**src/rtl/carriage_pkg.sv**
```systemverilog
package carriage_pkg;
  localparam int CNT_W = 24;
  localparam int PER_W = 16;

  typedef enum logic [2:0] {
    ST_IDLE  = 3'd0,
    ST_FEED  = 3'd1,
    ST_SCAN  = 3'd2,
    ST_BACK  = 3'd3,
    ST_HOME  = 3'd4,
    ST_DECEL = 3'd5
  } mstate_t;

  localparam logic [2:0] TBL_SCAN   = 3'd0;
  localparam logic [2:0] TBL_FEED_A = 3'd1;
  localparam logic [2:0] TBL_FEED_B = 3'd2;
  localparam logic [2:0] TBL_BACK   = 3'd3;
  localparam logic [2:0] TBL_HOME   = 3'd4;
  localparam logic [2:0] TBL_DECEL  = 3'd2;

  function automatic logic [PER_W-1:0] eff_period(input logic [PER_W-1:0] p);
    return (p == '0) ? PER_W'(1) : p;
  endfunction

  function automatic logic [2:0] feed_table(input logic [CNT_W-1:0] rem,
                                            input logic [CNT_W-1:0] total,
                                            input logic two);
    if (!two) return TBL_FEED_A;
    return (rem > (total >> 1)) ? TBL_FEED_A : TBL_FEED_B;
  endfunction

  function automatic logic is_moving(input mstate_t s);
    return s != ST_IDLE;
  endfunction
endpackage

```
**src/rtl/home_edge_det.sv**
```systemverilog
module home_edge_det #(
  parameter int SYNC_STAGES = 2
) (
  input  logic clk,
  input  logic rst_n,
  input  logic sensor,
  input  logic fall_sel,
  output logic edge_hit
);
  logic [SYNC_STAGES-1:0] sync_q;
  logic                   prev_q;
  logic                   synced;

  assign synced = sync_q[SYNC_STAGES-1];

  always_ff @(posedge clk or negedge rst_n) begin
    if (!rst_n) begin
      sync_q   <= '0;
      prev_q   <= 1'b0;
      edge_hit <= 1'b0;
    end else begin
      sync_q   <= {sync_q[SYNC_STAGES-2:0], sensor};
      prev_q   <= synced;
      edge_hit <= fall_sel ? (prev_q & ~synced) : (~prev_q & synced);
    end
  end

  a_r12_rise_caught: assert property (@(posedge clk) disable iff (!rst_n)
    (!fall_sel && $rose(synced)) |=> edge_hit);
  a_r12_fall_caught: assert property (@(posedge clk) disable iff (!rst_n)
    (fall_sel && $fell(synced)) |=> edge_hit);
endmodule

```
**src/rtl/step_pacer.sv**
```systemverilog
module step_pacer
  import carriage_pkg::*;
(
  input  logic             clk,
  input  logic             rst_n,
  input  logic             run,
  input  logic             restart,
  input  logic [PER_W-1:0] period,
  output logic             tick
);
  logic [PER_W-1:0] cnt_q;

  assign tick = run && (cnt_q == eff_period(period) - PER_W'(1));

  always_ff @(posedge clk or negedge rst_n) begin
    if (!rst_n)        cnt_q <= '0;
    else if (restart)  cnt_q <= '0;
    else if (tick)     cnt_q <= '0;
    else if (run)      cnt_q <= cnt_q + PER_W'(1);
  end

  a_r5_gap: assert property (@(posedge clk) disable iff (!rst_n)
    (tick && period > PER_W'(1)) |=> (!tick || !$stable(period)));
endmodule

```
**src/rtl/step_tally.sv**
```systemverilog
module step_tally
  import carriage_pkg::*;
(
  input  logic             clk,
  input  logic             rst_n,
  input  logic             load,
  input  logic [CNT_W-1:0] load_val,
  input  logic             dec,
  output logic [CNT_W-1:0] remaining,
  output logic             last
);
  assign last = (remaining <= CNT_W'(1));

  always_ff @(posedge clk or negedge rst_n) begin
    if (!rst_n)                          remaining <= '0;
    else if (load)                       remaining <= load_val;
    else if (dec && remaining != '0)     remaining <= remaining - CNT_W'(1);
  end
endmodule

```
**src/rtl/carriage_seq.sv**
```systemverilog
module carriage_seq
  import carriage_pkg::*;
#(
  parameter int DECEL_STEPS = 2,
  parameter int SYNC_STAGES = 2
) (
  input  logic             clk,
  input  logic             rst_n,
  input  logic             motor_on,
  input  logic             dir_rev,
  input  logic             fast_two,
  input  logic             go_home_en,
  input  logic             home_by_count,
  input  logic             home_fall,
  input  logic             backtrack_off,
  input  logic             start,
  input  logic             scan_done,
  input  logic             buf_full,
  input  logic             home_sensor,
  input  logic [CNT_W-1:0] feed_steps,
  input  logic [CNT_W-1:0] back_steps,
  input  logic [CNT_W-1:0] home_steps,
  input  logic [PER_W-1:0] step_period,
  output logic             step_pulse,
  output logic             dir_out,
  output logic             motor_en,
  output logic [2:0]       table_sel
);
  localparam logic [CNT_W-1:0] DECEL_CNT = CNT_W'(DECEL_STEPS);

  mstate_t          st, nxt;
  logic             edge_hit, tick, run, restart, last;
  logic [CNT_W-1:0] remaining, load_val, feed_total_q;
  logic             pwr_q;

  home_edge_det #(.SYNC_STAGES(SYNC_STAGES)) u_edge (
    .clk(clk), .rst_n(rst_n), .sensor(home_sensor),
    .fall_sel(home_fall), .edge_hit(edge_hit)
  );

  assign run     = is_moving(st) && !(st == ST_SCAN && buf_full);
  assign restart = (nxt != st);

  step_pacer u_pace (
    .clk(clk), .rst_n(rst_n), .run(run), .restart(restart),
    .period(step_period), .tick(tick)
  );

  step_tally u_tally (
    .clk(clk), .rst_n(rst_n), .load(restart), .load_val(load_val),
    .dec(tick), .remaining(remaining), .last(last)
  );

  always_comb begin
    nxt = st;
    unique case (st)
      ST_IDLE:  if (start) nxt = ST_FEED;
      ST_FEED:  if (tick && last) nxt = ST_SCAN;
      ST_SCAN: begin
        if (scan_done)                     nxt = go_home_en ? ST_HOME : ST_IDLE;
        else if (buf_full && !backtrack_off) nxt = ST_BACK;
      end
      ST_BACK:  if (tick && last) nxt = ST_SCAN;
      ST_HOME: begin
        if (home_by_count) begin
          if (tick && last) nxt = ST_IDLE;
        end else if (edge_hit) begin
          nxt = ST_DECEL;
        end
      end
      ST_DECEL: if (tick && last) nxt = ST_IDLE;
      default:  nxt = ST_IDLE;
    endcase
    if (!motor_on) nxt = ST_IDLE;
  end

  always_comb begin
    unique case (nxt)
      ST_FEED:  load_val = feed_steps;
      ST_BACK:  load_val = back_steps;
      ST_HOME:  load_val = home_steps;
      ST_DECEL: load_val = DECEL_CNT;
      default:  load_val = '0;
    endcase
  end

  always_ff @(posedge clk or negedge rst_n) begin
    if (!rst_n) begin
      st           <= ST_IDLE;
      pwr_q        <= 1'b0;
      feed_total_q <= '0;
    end else begin
      st    <= nxt;
      pwr_q <= motor_on;
      if (nxt == ST_FEED && st != ST_FEED) feed_total_q <= feed_steps;
    end
  end

  always_comb begin
    unique case (st)
      ST_FEED:  table_sel = feed_table(remaining, feed_total_q, fast_two);
      ST_BACK:  table_sel = TBL_BACK;
      ST_HOME:  table_sel = TBL_HOME;
      ST_DECEL: table_sel = TBL_DECEL;
      default:  table_sel = TBL_SCAN;
    endcase
  end

  assign dir_out    = (st == ST_BACK || st == ST_HOME || st == ST_DECEL) ? ~dir_rev : dir_rev;
  assign step_pulse = tick;
  assign motor_en   = pwr_q;

  a_r2_power_idle: assert property (@(posedge clk) disable iff (!rst_n)
    !motor_on |=> (st == ST_IDLE && !step_pulse));
  a_r1_step_powered: assert property (@(posedge clk) disable iff (!rst_n)
    step_pulse |-> motor_en);
  a_r4_table_range: assert property (@(posedge clk) disable iff (!rst_n)
    table_sel <= 3'd4);
  a_r8_hold_quiet: assert property (@(posedge clk) disable iff (!rst_n)
    (st == ST_SCAN && buf_full && backtrack_off) |-> !step_pulse);
  a_r11_count_no_decel: assert property (@(posedge clk) disable iff (!rst_n)
    (st == ST_HOME && home_by_count) |=> st != ST_DECEL);
  a_r12_edge_decel: assert property (@(posedge clk) disable iff (!rst_n)
    (st == ST_HOME && !home_by_count && edge_hit && motor_on) |=> st == ST_DECEL);
  a_r9_no_home: assert property (@(posedge clk) disable iff (!rst_n)
    (st == ST_SCAN && scan_done && !go_home_en) |=> st == ST_IDLE);
endmodule

```
**config.mk**
```make
export PLATFORM = sky130hd
export DESIGN_NAME = carriage_seq
export DESIGN_NICKNAME = d
export VERILOG_FILES = /design/src/rtl/carriage_pkg.sv /design/src/rtl/home_edge_det.sv /design/src/rtl/step_pacer.sv /design/src/rtl/step_tally.sv /design/src/rtl/carriage_seq.sv
export SDC_FILE = /design/constraint.sdc
export NUM_CORES = 1
export LEC_CHECK = 0
export ABC_AREA = 1
export BUFFER_PORTS_ARGS = -buffer_cell sky130_fd_sc_hd__buf_2
export CELL_PAD_IN_SITES_DETAIL_PLACEMENT = 2
export CELL_PAD_IN_SITES_GLOBAL_PLACEMENT = 2
export CORE_MARGIN = 3
export CORE_UTILIZATION = 31
export DETAILED_ROUTE_END_ITERATION = 10
export MAX_ROUTING_LAYER = met4
export PLACE_DENSITY_LB_ADDON = 0.1
export SYNTH_ARGS = -nofsm -noshare
export SYNTH_HDL_FRONTEND = slang
export SYNTH_SLANG_ARGS = --single-unit
```
**constraint.sdc**
```tcl
create_clock -name clk -period 3.8 [get_ports clk]
set_clock_uncertainty 0.05 [all_clocks]
set_input_delay 0.76 -clock clk [delete_from_list [all_inputs] [get_ports clk]]
set_output_delay 0.76 -clock clk [all_outputs]
set_load 0.01 [all_outputs]
```
==> results of run 1 <==
==> sequential cells by signal (all words and copies together), names as in the netlist <==
| signal | cells |
|---|---|
| feed_total_q | 23 |
| motor_en | 1 |
| st | 3 |
| u_edge.edge_hit | 1 |
| u_edge.prev_q | 1 |
| u_edge.sync_q | 2 |
| u_pace.cnt_q | 16 |
| u_tally.remaining | 24 |
==> logic make-up after synthesis <==
family	share of synthesized area, %
xor gates and xnor gates	7.44
and+or+nand+nor	36.1
adders and majority gates	5.86
DFF	30.8
AOI/OAI and AO/OA	10.9
buffers and inverters	8.85
==> routing by layer <==
| layer | vias up | part of all wire (%) | global-route usage [%] |
|---|---|---|---|
| li1 | 3143 | - | - |
| met1 | 3338 | 41 | 30.7 |
| met2 | 159 | 52 | 43.5 |
| met3 | 34 | 4.0 | 2.62 |
| met4 | 0 | 2.4 | 7.45 |
| met5 | - | 0 | - |
==> worst reg2reg max path, delay by kind of cell (launching register included) <==
family / cells / cell delay (ps)
fa+ha+maj: 1 / 230
flops: 1 / 440
buf+inv: 4 / 540
simple gates: 5 / 1430
compound gates: 2 / 610
==> what timing repair did <==
action,CTS,global route
gates resized for setup,16,100
cloned,0,10
setup buffers,11,9
setup endpoints to repair,64,65
pin swaps,5,23
==> power by group through the flow <==
stage	registers, mW	logic [mW]	clock network [mW]
after floorplan	0.967	0.525	0
after detailed placement	1.01	0.839	0
after CTS	0.999	0.900	0.917
after global placement	1.00	0.780	0
after global routing	1.03	1.16	0.955
final	1.01	1.03	0.910
==> cells in the final DEF, fill, tap and decap left out, drive strengths merged, types with 4 or more instances in the layout <==
master / n
nor4: 4
inv: 103
nand3: 56
a21oi: 43
o21ai: 36
dfrtp: 71
ha: 27
nor2: 111
clkbuf: 19
o211ai: 25
xnor2: 9
nand2: 210
nand4: 44
nor3: 20
xor2: 40
or2: 8
buf: 193
==> area by class of cell <==
class	instances	area, µm²
tap	229	287
inverter	103	392
sequential	71	1780
fill	2143	10100
multi-input combinational	647	3810
clock buffer	13	270
clock inverter	3	40.0
timing repair buffer	199	1500
==> through the flow <==
| stage | setup slack (ps) | hold slack, ps | instance area (µm²) | util [%] | std cells |
|---|---|---|---|---|---|
| after detailed placement | -649 | 287 | 7080 | 39.0 | 1221 |
| after CTS | -18.5 | 237 | 7520 | 41.5 | 1248 |
| final | -183 | 235 | 8080 | 44.5 | 1265 |
| after global placement | -429 | 287 | 7080 | 39.0 | 1221 |
| after floorplan | -49.3 | 281 | 5820 | - | 848 |
| after global routing | -413 | 257 | 8080 | 44.5 | 1265 |
==> worst paths after layout <==
check	startpoint	end	cells after the start
min	rst_n	u_pace.cnt_q[14]	1
max in group asynchronous	rst_n	u_tally.remaining[12]	2
max	step_period[0]	u_tally.remaining[14]	24
min reg2reg	u_edge.sync_q[0]	u_edge.sync_q[1]	0
max reg2reg	u_tally.remaining[0]	u_tally.remaining[22]	12
min in group clk	u_edge.sync_q[0]	u_edge.sync_q[1]	0
==> summary by stage, run 1 <==
STA
The final critical path time including I/O delays and setup is ~4000 ps. Adding up every negative setup slack in the final design gives -4120 ps. The highest achievable clock rate is 0.251 GHz. The final hold violation count is 0.

Of the available clock period, the critical path in the final layout requires 105%. Across all setup checks in the final design, the least slack found is -183 ps. The relative max-transition margin is a little under half. For the pin with the worst max-slew slack, the measured transition is 788 ps.

The final number of max-transition violations is 0. Setup repair after global routing could not meet its margin everywhere. The total setup violations reported at the end of the flow is 59.

Synthesis
A synthesized cell averages slightly below 7 µm². The total nets after synthesis is about 980. By area the synthesized netlist is led by dfrtp_1, nand2_1, inv_1. The number of distinct library cell variants in the gate-level netlist after synthesis is 41. After synthesis, the most frequently instantiated cells are nand2_1, inv_1, nor2_1.

The top-area cell type share of the netlist area is between 30% and 40%. The number of enable-type register cells in the synthesized netlist is 0. In this run, synthesis produced a sequential element count of 71.

During synthesis, Yosys emitted a total of 0 warnings. dfrtp_1 takes more of the synthesized area than any other cell. The mapped netlist covers just under 6000 µm². The dominant synthesized flop cell is dfrtp_1. The proportion of synthesized chip area in sequential cells is 30.8%. After technology mapping, the gate count stands at between 800 and 900. Counting flops with an async set or reset pin after synthesis yields a share of 100%.

The most common cell in the synthesized netlist is nand2_1.

Critical path
The classification of the worst setup path is input pin to flip-flop. The endpoint required time on the critical path is approximately 4000 ps. Along the worst path, the maximum fanout reaches 14. For the worst setup path, the data arrival time is around 4200 ps. The worst setup path is captured at a flip-flop. The critical-path cell with the highest stage delay is ha_4. The cell family contributing the most delay on the critical path is simple AND/OR/NAND/NOR gates. The sum of buffers and inverters on the critical path is 4. The slack of the worst reg-to-reg path is between 300 and 400 ps. The signal on the critical path passes through buf_8 > nor2_4 > nand2_2 > nor2_4 > nand2_4 > nand2_4 > inv_4 > ha_4 > xor2_4 > nand2_2 > a21oi_2 > nand3_1 > nor2_1 > nand3_1 > nor2_2 > nand4_1 > o21ai_2 > nand2_2 > xor2_2 > nor2_4 > buf_4 > buf_6 > o211ai_1 > a21oi_1. In this design, the stage delay of the slowest critical-path cell is about 280 ps. The worst setup path is launched from an input pin.

Pwr
Combinational logic is responsible for approximately a third of the overall power. The cell area power density is 366 nW/µm². The analysis attributes to cell leakage a power of ~3.9 nW. Summed over all nets, the switching power comes to roughly 1.1 mW. Net switching is approximately 37% of the power. In this run, the clock network consumes between 30 and 40% of the power. The total power is slightly below 3 mW. Cell internal power was estimated by the tool at approximately 1.9 mW. The peak ir drop on the vdd network is 0.000174 V. Sequential cells burn between 30% and 40% of the power.

Floorplan
During I/O placement, the number of pins put on the boundary was about 110. The die covers 20,300 µm². The placement row count is between 40 and 50. For this configuration, the core starts out at a cell density of a little under a third. The core outline area is 18,100 µm². The chip width is between 100 and 150 µm. The height of the chip is 142 µm.

Drt
After detailed routing, the number of remaining DRC violations is 0. The number of nets with antenna violations after detailed routing is 0. The detailed router placed roughly 6,700 vias in this run.

The routed length per instance is roughly 21 µm. After detailed routing, the total wire length is 27.1 mm. After the first detailed-routing iteration, the DRC count stood at roughly 300. The number of detailed-route iterations in the first pass is 4. In the routed layout, each cell is associated on average with a via count of roughly 5.3.

Clock tree
The clock edge transition at the registers on the reported setup and hold paths is roughly 60 ps. TritonCTS built the clock tree. Counting every sink on the clock net gives 71. Hold repair after CTS inserted 0 buffers. The clock tree root buffer cell is clkbuf_16. The number of clock buffers added by TritonCTS is 9.

The buffer depth of the longest clock path is 2. The CTS H-tree depth is 3. The clock latency on the worst-skew pair is 350 ps.

Global routing
The number of global-route vias before repair is between 7,000 and 8,000. The initial antenna violation count is 0. The total grt overflow is 0.

The all-layer global routing usage is roughly 25%. Entering global routing, the biggest net connects between 40 and 50 pins. The first-pass GRT wire length is about 39 mm.

Final layout
The final net count is between 1,000 and 1,500. The number of antenna diodes is 0. The ratio of cells with drive above 1 in the final layout is roughly 30%. The signed area change from the synthesized netlist to the final layout is 40.1%.

Place
Once detailed placement completed, the half-perimeter wirelength came to approximately 18 mm. The routability congestion estimate from global placement is roughly 0.88. The number of I/O port buffers is ~110.

Status
The flow ran to the end, but the final reports show violations. The final reports fail on setup timing.

Min path
The kind of path behind the tightest hold check is input pin to asynchronous set/reset pin.

Run
The tool flagged a number of max-cap violations equal to 0.
(Power assumes the default switching activity.)
==> inputs of run 2 (changes only) <==
Settings changed: GPL_ROUTABILITY_DRIVEN set to 0, PLACE_DENSITY_LB_ADDON 0.1 to 0.08.
==> summary by stage, run 2 (synthesis gave the netlist of run 1 again) <==
STA
The post-route clock period utilization is 108% (+3.0 points). The total setup violations reported at the end of the flow is 63 (+6.8%). The final number of max-transition violations is 0 (unchanged). Setup repair after global routing could not meet its margin everywhere. The relative max-transition margin is 28.5% (-18 points). The final critical path time including I/O delays and setup is 4100 ps (+114 ps). The slew at the pin closest to its max-slew limit came to 1070 ps (+280 ps). The final hold violation count is 0 (unchanged).

The highest achievable clock rate was 0.244 GHz (-2.8%). The worst setup margin was -296 ps (-114 ps).

Drt
The total length of routed wires was 28.5 mm (+5.4%). The number of nets with antenna violations after detailed routing is 0 (unchanged). The iteration-0 DRC count of the detailed router is 364 (+20%). The total DRC errors in the routed layout is 0 (unchanged).

The number of detailed-route iterations in the first pass was 5 (+1). The post-detailed-route via-to-cell ratio is 5.40 (+2.3%). The total via count in the routed design was 6,826 (+2.3%). The routed length per instance came to 22.5 µm (+5.4%).

Critical path
By startpoint and endpoint, the worst setup path is classified as input pin to flip-flop. The slowest stage of the critical path belongs to the cell ha_4. The maximum net fanout on the critical path is 6 (-8). The worst endpoint data arrival time is 4280 ps (+90 ps). The slack of the worst reg-to-reg path is 200 ps (-170 ps). The most prevalent standard cell on the critical path is nor2_4. The endpoint required time on the critical path is 3980 ps (-30 ps). STA classifies the critical path startpoint as an input pin. The sum of buffers and inverters on the critical path is 5 (+1). The kind of cell adding the most delay to the critical path is simple AND/OR/NAND/NOR gates. The maximum single-stage delay on the critical path came to 260 ps (-20 ps). The nature of the critical path endpoint is a flip-flop.

Global routing
The first-pass GRT wire length is 40.0 mm (+2.4%). The initial antenna violation count is 0 (unchanged). The number of global-route vias before repair is 7,445 (+1.7%).

The all-layer global routing usage is 25.9% (+0.87 points). The largest net degree at the start of global routing came to 40 (-4.8%). The total grt overflow is 0 (unchanged).

Clock tree
The number of sinks driven by the clock tree was 71 (unchanged). The clock edge transition at the registers on the reported setup and hold paths is 60 ps (about the same). The buffer depth of the longest clock path is 2 (unchanged). The CTS H-tree depth is 3 (unchanged). The tree is rooted in a clkbuf_16. TritonCTS built the clock tree. The clock latency on the worst-skew pair is 350 ps (about the same). The number of hold buffers added after CTS came to 0 (unchanged). The CTS buffer count came to 9 (unchanged).

Run
The reported max-cap violation count was 0 (unchanged).

Final layout
The finished layout cell area was 8220 µm² (+1.8%). In the final layout, the registers with the most flip-flops are u_tally.remaining x24, feed_total_q x23, u_pace.cnt_q x16. The number of cells in the finished layout apart from fillers is 1,265 (unchanged).

The total of fill cells in the finished design is 2,139 (-0.19%). The ratio of cells with drive above 1 in the final layout is 30.5% (+0.097 points). The library cell used most frequently in the layout, excluding fill and tap cells, is nand2_1. The final core utilization is 45.3% (+0.80 points). The signed area change from the synthesized netlist to the final layout is 42.6%.

The library cells used most frequently in the layout, excluding fill and tap cells, are nand2_1, buf_2, inv_1. The register cell area after layout is 1780 µm² (+0.14%). The final net count is 1,159 (unchanged).

The number of antenna diodes was 0 (unchanged). The register with the most flip-flops is u_tally.remaining. The number of flip-flops under the largest register name is 24 (unchanged). The multi-input logic area came to 3980 µm² (+4.5%).

Place
The number of I/O port buffers is 106 (unchanged). The standard cell area after detailed placement is 7050 µm² (-0.39%). The detailed-placement wirelength estimate was 18.1 mm (-1.5%).

The total placed cells including tap cells is 1,219 (-0.16%).

Min path
The kind of path behind the tightest hold check is flip-flop to flip-flop.

Pwr
The peak ir drop on the vdd network came to 0.000249 V (+43%). The reported leakage power is 3.90 nW (-0.16%). The cell area power density came to 368 nW/µm² (+0.76%).

Floorplan
The core outline area is 18,100 µm² (unchanged). The initial core utilization came to 31.8% (unchanged). The chip width is 142 µm (unchanged). The placement row count came to 49 (unchanged).

The total die area is 20,300 µm² (unchanged). The number of placed I/O pins came to 107 (unchanged). The height of the chip is 142 µm (unchanged).

Status
The checks that failed: setup timing. The run finished, with violations left.
==> run 2: path summary, 6_finish.rpt <==
| check | startpoint | end | depth (start not counted) |
|---|---|---|---|
| max | step_period[0] | u_tally.remaining[18] | 26 |
| min | u_edge.sync_q[0] | u_edge.sync_q[1] | 0 |
| max reg2reg | st[1] | u_pace.cnt_q[14] | 13 |
| min reg2reg | u_edge.sync_q[0] | u_edge.sync_q[1] | 0 |
| max in group asynchronous | rst_n | u_tally.remaining[11] | 2 |
| min in group asynchronous | rst_n | u_pace.cnt_q[14] | 1 |
==> run 2: repair_timing <==
action                     in CTS  in global routing
setup endpoints to repair      64                 66
pin swaps                      10                 22
hold endpoints to repair        0                  0
gates cloned                    4                  5
setup buffers                  17                  5
resized for setup              33                102
==> run 2: area by class of cell <==
| type | count | area share [%] |
|---|---|---|
| Clock buffer | 10 | 2.91 |
| Clock inverter | 6 | 0.730 |
| Multi-Input combinational cell | 649 | 48.4 |
| Tap cell | 229 | 3.48 |
| Inverter | 103 | 4.76 |
| Sequential cell | 71 | 21.6 |
| Timing Repair Buffer | 197 | 18.1 |
==> run 2: layer usage <==
metal / GRT usage [%] / wire (µm) / vias to the layer above
met5: - / 0 / -
met3: 2.92 / 1010 / 49
met2: 47.3 / 15100 / 183
met4: 7.55 / 847 / 0
met1: 29.7 / 11500 / 3444
li1: - / - / 3150
==> run 2: through the flow <==
| step | power (mW) | worst slack, ps | TNS (ps) | hold slack [ps] |
|---|---|---|---|---|
| after global placement | 1.78 | -742 | -43070 | 286 |
| after detailed placement | 1.85 | -1040 | -57000 | 293 |
| after floorplan | 1.49 | -49.3 | -260 | 281 |
| final | 3.03 | -296 | -14390 | 305 |
| after CTS | 2.81 | -156 | -6100 | 308 |
| after global routing | 3.19 | -536 | -28860 | 324 |
==> run 2: report_power, final <==
part / internal [mW] / switching, mW / leakage (nW) / total, mW
combinational: 0.444 / 0.657 / 2.86 / 1.10
sequential: 0.871 / 0.158 / 0.895 / 1.03
clock: 0.524 / 0.376 / 0.144 / 0.900
total: 1.84 / 1.19 / 3.90 / 3.03
==> run 2: worst reg2reg max path: cells and delay by family (launching register included) <==
family / cells / cell delay [ps]
DFF: 1 / 470
xor gates and xnor gates: 1 / 250
AOI/OAI and AO/OA: 1 / 230
buffers and inverters: 2 / 430
and+or+nand+nor: 9 / 2050
==> inputs of run 3 (changes only) <==
Settings changed: CELL_PAD_IN_SITES_DETAIL_PLACEMENT 2 to not set, CELL_PAD_IN_SITES_GLOBAL_PLACEMENT 2 to not set, CORE_MARGIN 3 to 4, CORE_UTILIZATION 31 to 57.
==> summary by stage, run 3 (synthesis gave the netlist of run 1 again) <==
Clock tree
The number of sinks driven by the clock tree came to 71 (unchanged). The TritonCTS clock tree is built. The CTS H-tree depth came to 3 (unchanged). The clock latency on the worst-skew pair is 370 ps (+20 ps).

The clock edge transition at the registers on the reported setup and hold paths was 80 ps (+20 ps). The CTS buffer count is 9 (unchanged). The number of hold buffers added after CTS is 0 (unchanged).

The clock tree root buffer cell is clkbuf_8. The buffer depth of the longest clock path came to 2 (unchanged).

Drt
The total via count in the routed design was 6,408 (-6.1%). The routed length on met3 is 1.17 mm (+15%). The number of nets with antenna violations after detailed routing is 0 (unchanged). The number of detailed-route iterations in the first pass is 5 (unchanged). The wire length the detailed router placed on met1 is 7.22 mm (-37%). The total DRC errors in the routed layout is 0 (unchanged).

The post-detailed-route via-to-cell ratio was 5.57 (+3.3%). The total length of routed wires came to 17.6 mm (-38%). Signal routing reaches up to met4.

The met2 layer wire length in the routed design is 8.69 mm (-42%). The routed length per instance is 15.3 µm (-32%). The iteration-0 DRC count of the detailed router was 472 (+30%).

Global routing
The initial antenna violation count is 0 (unchanged). The total grt overflow came to 0 (unchanged). The all-layer global routing usage is 29.7% (+3.8 points). The first-pass GRT wire length is 27.0 mm (-33%). The largest net degree at the start of global routing came to 33 (-18%). The number of global-route vias before repair came to 5,938 (-20%).

Final layout
The finished layout cell area was 7590 µm² (-7.7%). From synthesis to final layout, the design area changed by 31.7%. The number of flip-flops under the largest register name is 24 (unchanged). In the layout the commonest cells are nand2_1, buf_2, inv_1. The number of antenna diodes is 0 (unchanged). The ratio of cells with drive above 1 in the final layout is 30.6% (+0.078 points). The most common library cell in the layout ignoring fill and taps is nand2_1. In the final layout, the registers with the most flip-flops are u_tally.remaining x24, feed_total_q x23, u_pace.cnt_q x16. The final net count was 1,140 (-1.6%). The register with the most flip-flops is u_tally.remaining.

STA
The relative max-transition margin is 52.6% (+24 points). The final hold violation count is 0 (unchanged). The final number of max-transition violations is 0 (unchanged). The post-route clock period utilization is 97.0% (-11 points).

The total negative slack for setup checks was 0 ps (+14,390 ps). The slew at the pin closest to its max-slew limit is 711 ps (-357 ps). The worst setup margin is 113 ps (+409 ps). The final critical path time including I/O delays and setup is 3690 ps (-409 ps). The total setup violations reported at the end of the flow is 0 (-100%).

Setup repair after global routing could not meet its margin everywhere. The highest achievable clock rate was 0.271 GHz (+11%).

Critical path
The worst endpoint data arrival time was 3940 ps (-340 ps). The critical path starts at step_period[3]. The worst setup path is of the input pin to flip-flop kind. The endpoint required time on the critical path is 4050 ps (+70 ps). The critical path launch point type is an input pin.

The maximum single-stage delay on the critical path came to 260 ps (about the same). The nature of the critical path endpoint is a flip-flop. The startpoint identified for the worst register-to-register timing path is st[1]. The maximum net fanout on the critical path came to 14 (+8). The most numerous cell type found on the critical path is nand2_2.

The critical-path cell with the highest stage delay is or2_2.

Pwr
The reported leakage power was 3.71 nW (-4.9%). The total power is 2.56 mW (-16%). The peak ir drop on the vdd network is 0.000243 V (-2.7%). The cell area power density is 337 nW/µm² (-8.7%).

Place
The detailed-placement wirelength estimate is 12.9 mm (-28%). The standard cell area after detailed placement is 6880 µm² (-2.4%). The worst slack at placement is -539 ps (+505 ps).

The number of I/O port buffers is 106 (unchanged).

Floorplan
The height of the chip is 109 µm (-24%). The initial core utilization is 58.7% (+27 points). The total die area is 11,800 µm² (-42%).

The placement row count was 36 (-27%). The number of placed I/O pins is 107 (unchanged). The chip width was 109 µm (-24%).

The core outline area was 9820 µm² (-46%).

Run
The reported max-cap violation count was 0 (unchanged).

Min path
The tightest min-delay check is of the flip-flop to flip-flop type. The worst hold path begins at u_edge.sync_q[0].

Status
The flow ran to the end, and the final reports show no timing, DRC or antenna violations.
[run 3: cell count changes in the layout (fill, tap and decap cells not counted), moves of 4 or more]
cell       delta
clkbuf_16     -9
nand2_1      -30
inv_1         -8
nor2_2       +15
buf_12        -4
nor2_1       +19
clkbuf_8      +8
buf_4        -13
inv_2        +10
nor2_4       -34
nand2_2      +33
[run 3: layout make-up]
cell class	instances	area [µm²]
clock buffers	9	124
clock inverters	7	97.6
fillers	742	2230
inverters	103	387
multi-input cells	646	3750
flip-flops and latches	71	1780
well taps	133	166
repair buffers	181	1290
[run 3: worst max-delay path: cells and delay by family]
kind	cells	cell delay, ps
AO/OA/AOI/OAI	1	140
buffers and inverters	7	770
AND/OR/NAND/NOR	21	2080
adder cells (fa/ha/maj)	1	160
[run 3: metrics by stage]
| stage | std cells | util (%) | hold WS, ps |
|---|---|---|---|
| after floorplan | 848 | - | 281 |
| after global placement | 1118 | 70.1 | 285 |
| after detailed placement | 1118 | 70.1 | 296 |
| after CTS | 1135 | 72.5 | 315 |
| after global routing | 1150 | 77.3 | 335 |
| final | 1150 | 77.3 | 312 |
[run 3: routing by layer]
layer,global-route usage [%],vias up
met2,48.6,303
met1,37.9,2942
met5,-,-
met3,3.58,49
li1,-,3114
met4,10.8,0
[run 3: path summary, 6_finish.rpt]
| kind | end | slack, ps | depth (start not counted) |
|---|---|---|---|
| worst min register to register | u_edge.sync_q[1] | 310 | 0 |
| worst max-delay path | u_pace.cnt_q[14] | 110 | 30 |
| worst min-delay path | u_edge.sync_q[1] | 310 | 0 |
| max in group asynchronous | u_pace.cnt_q[13] | 2560 | 2 |
| min in group asynchronous | st[1] | 390 | 1 |
| worst max register to register | u_tally.remaining[14] | 650 | 23 |
[run 3: repair_timing]
action                     in CTS  in global routing
pin swaps                       0                 55
gates resized for setup         2                 96
gates cloned                    0                  6
setup endpoints to repair      64                 64
buffers inserted                1                  9
[run 3: power breakdown]
group | internal (mW) | switching [mW]
combinational | 0.376 | 0.505
sequential | 0.869 | 0.123
clock | 0.370 | 0.312
total | 1.62 | 0.940
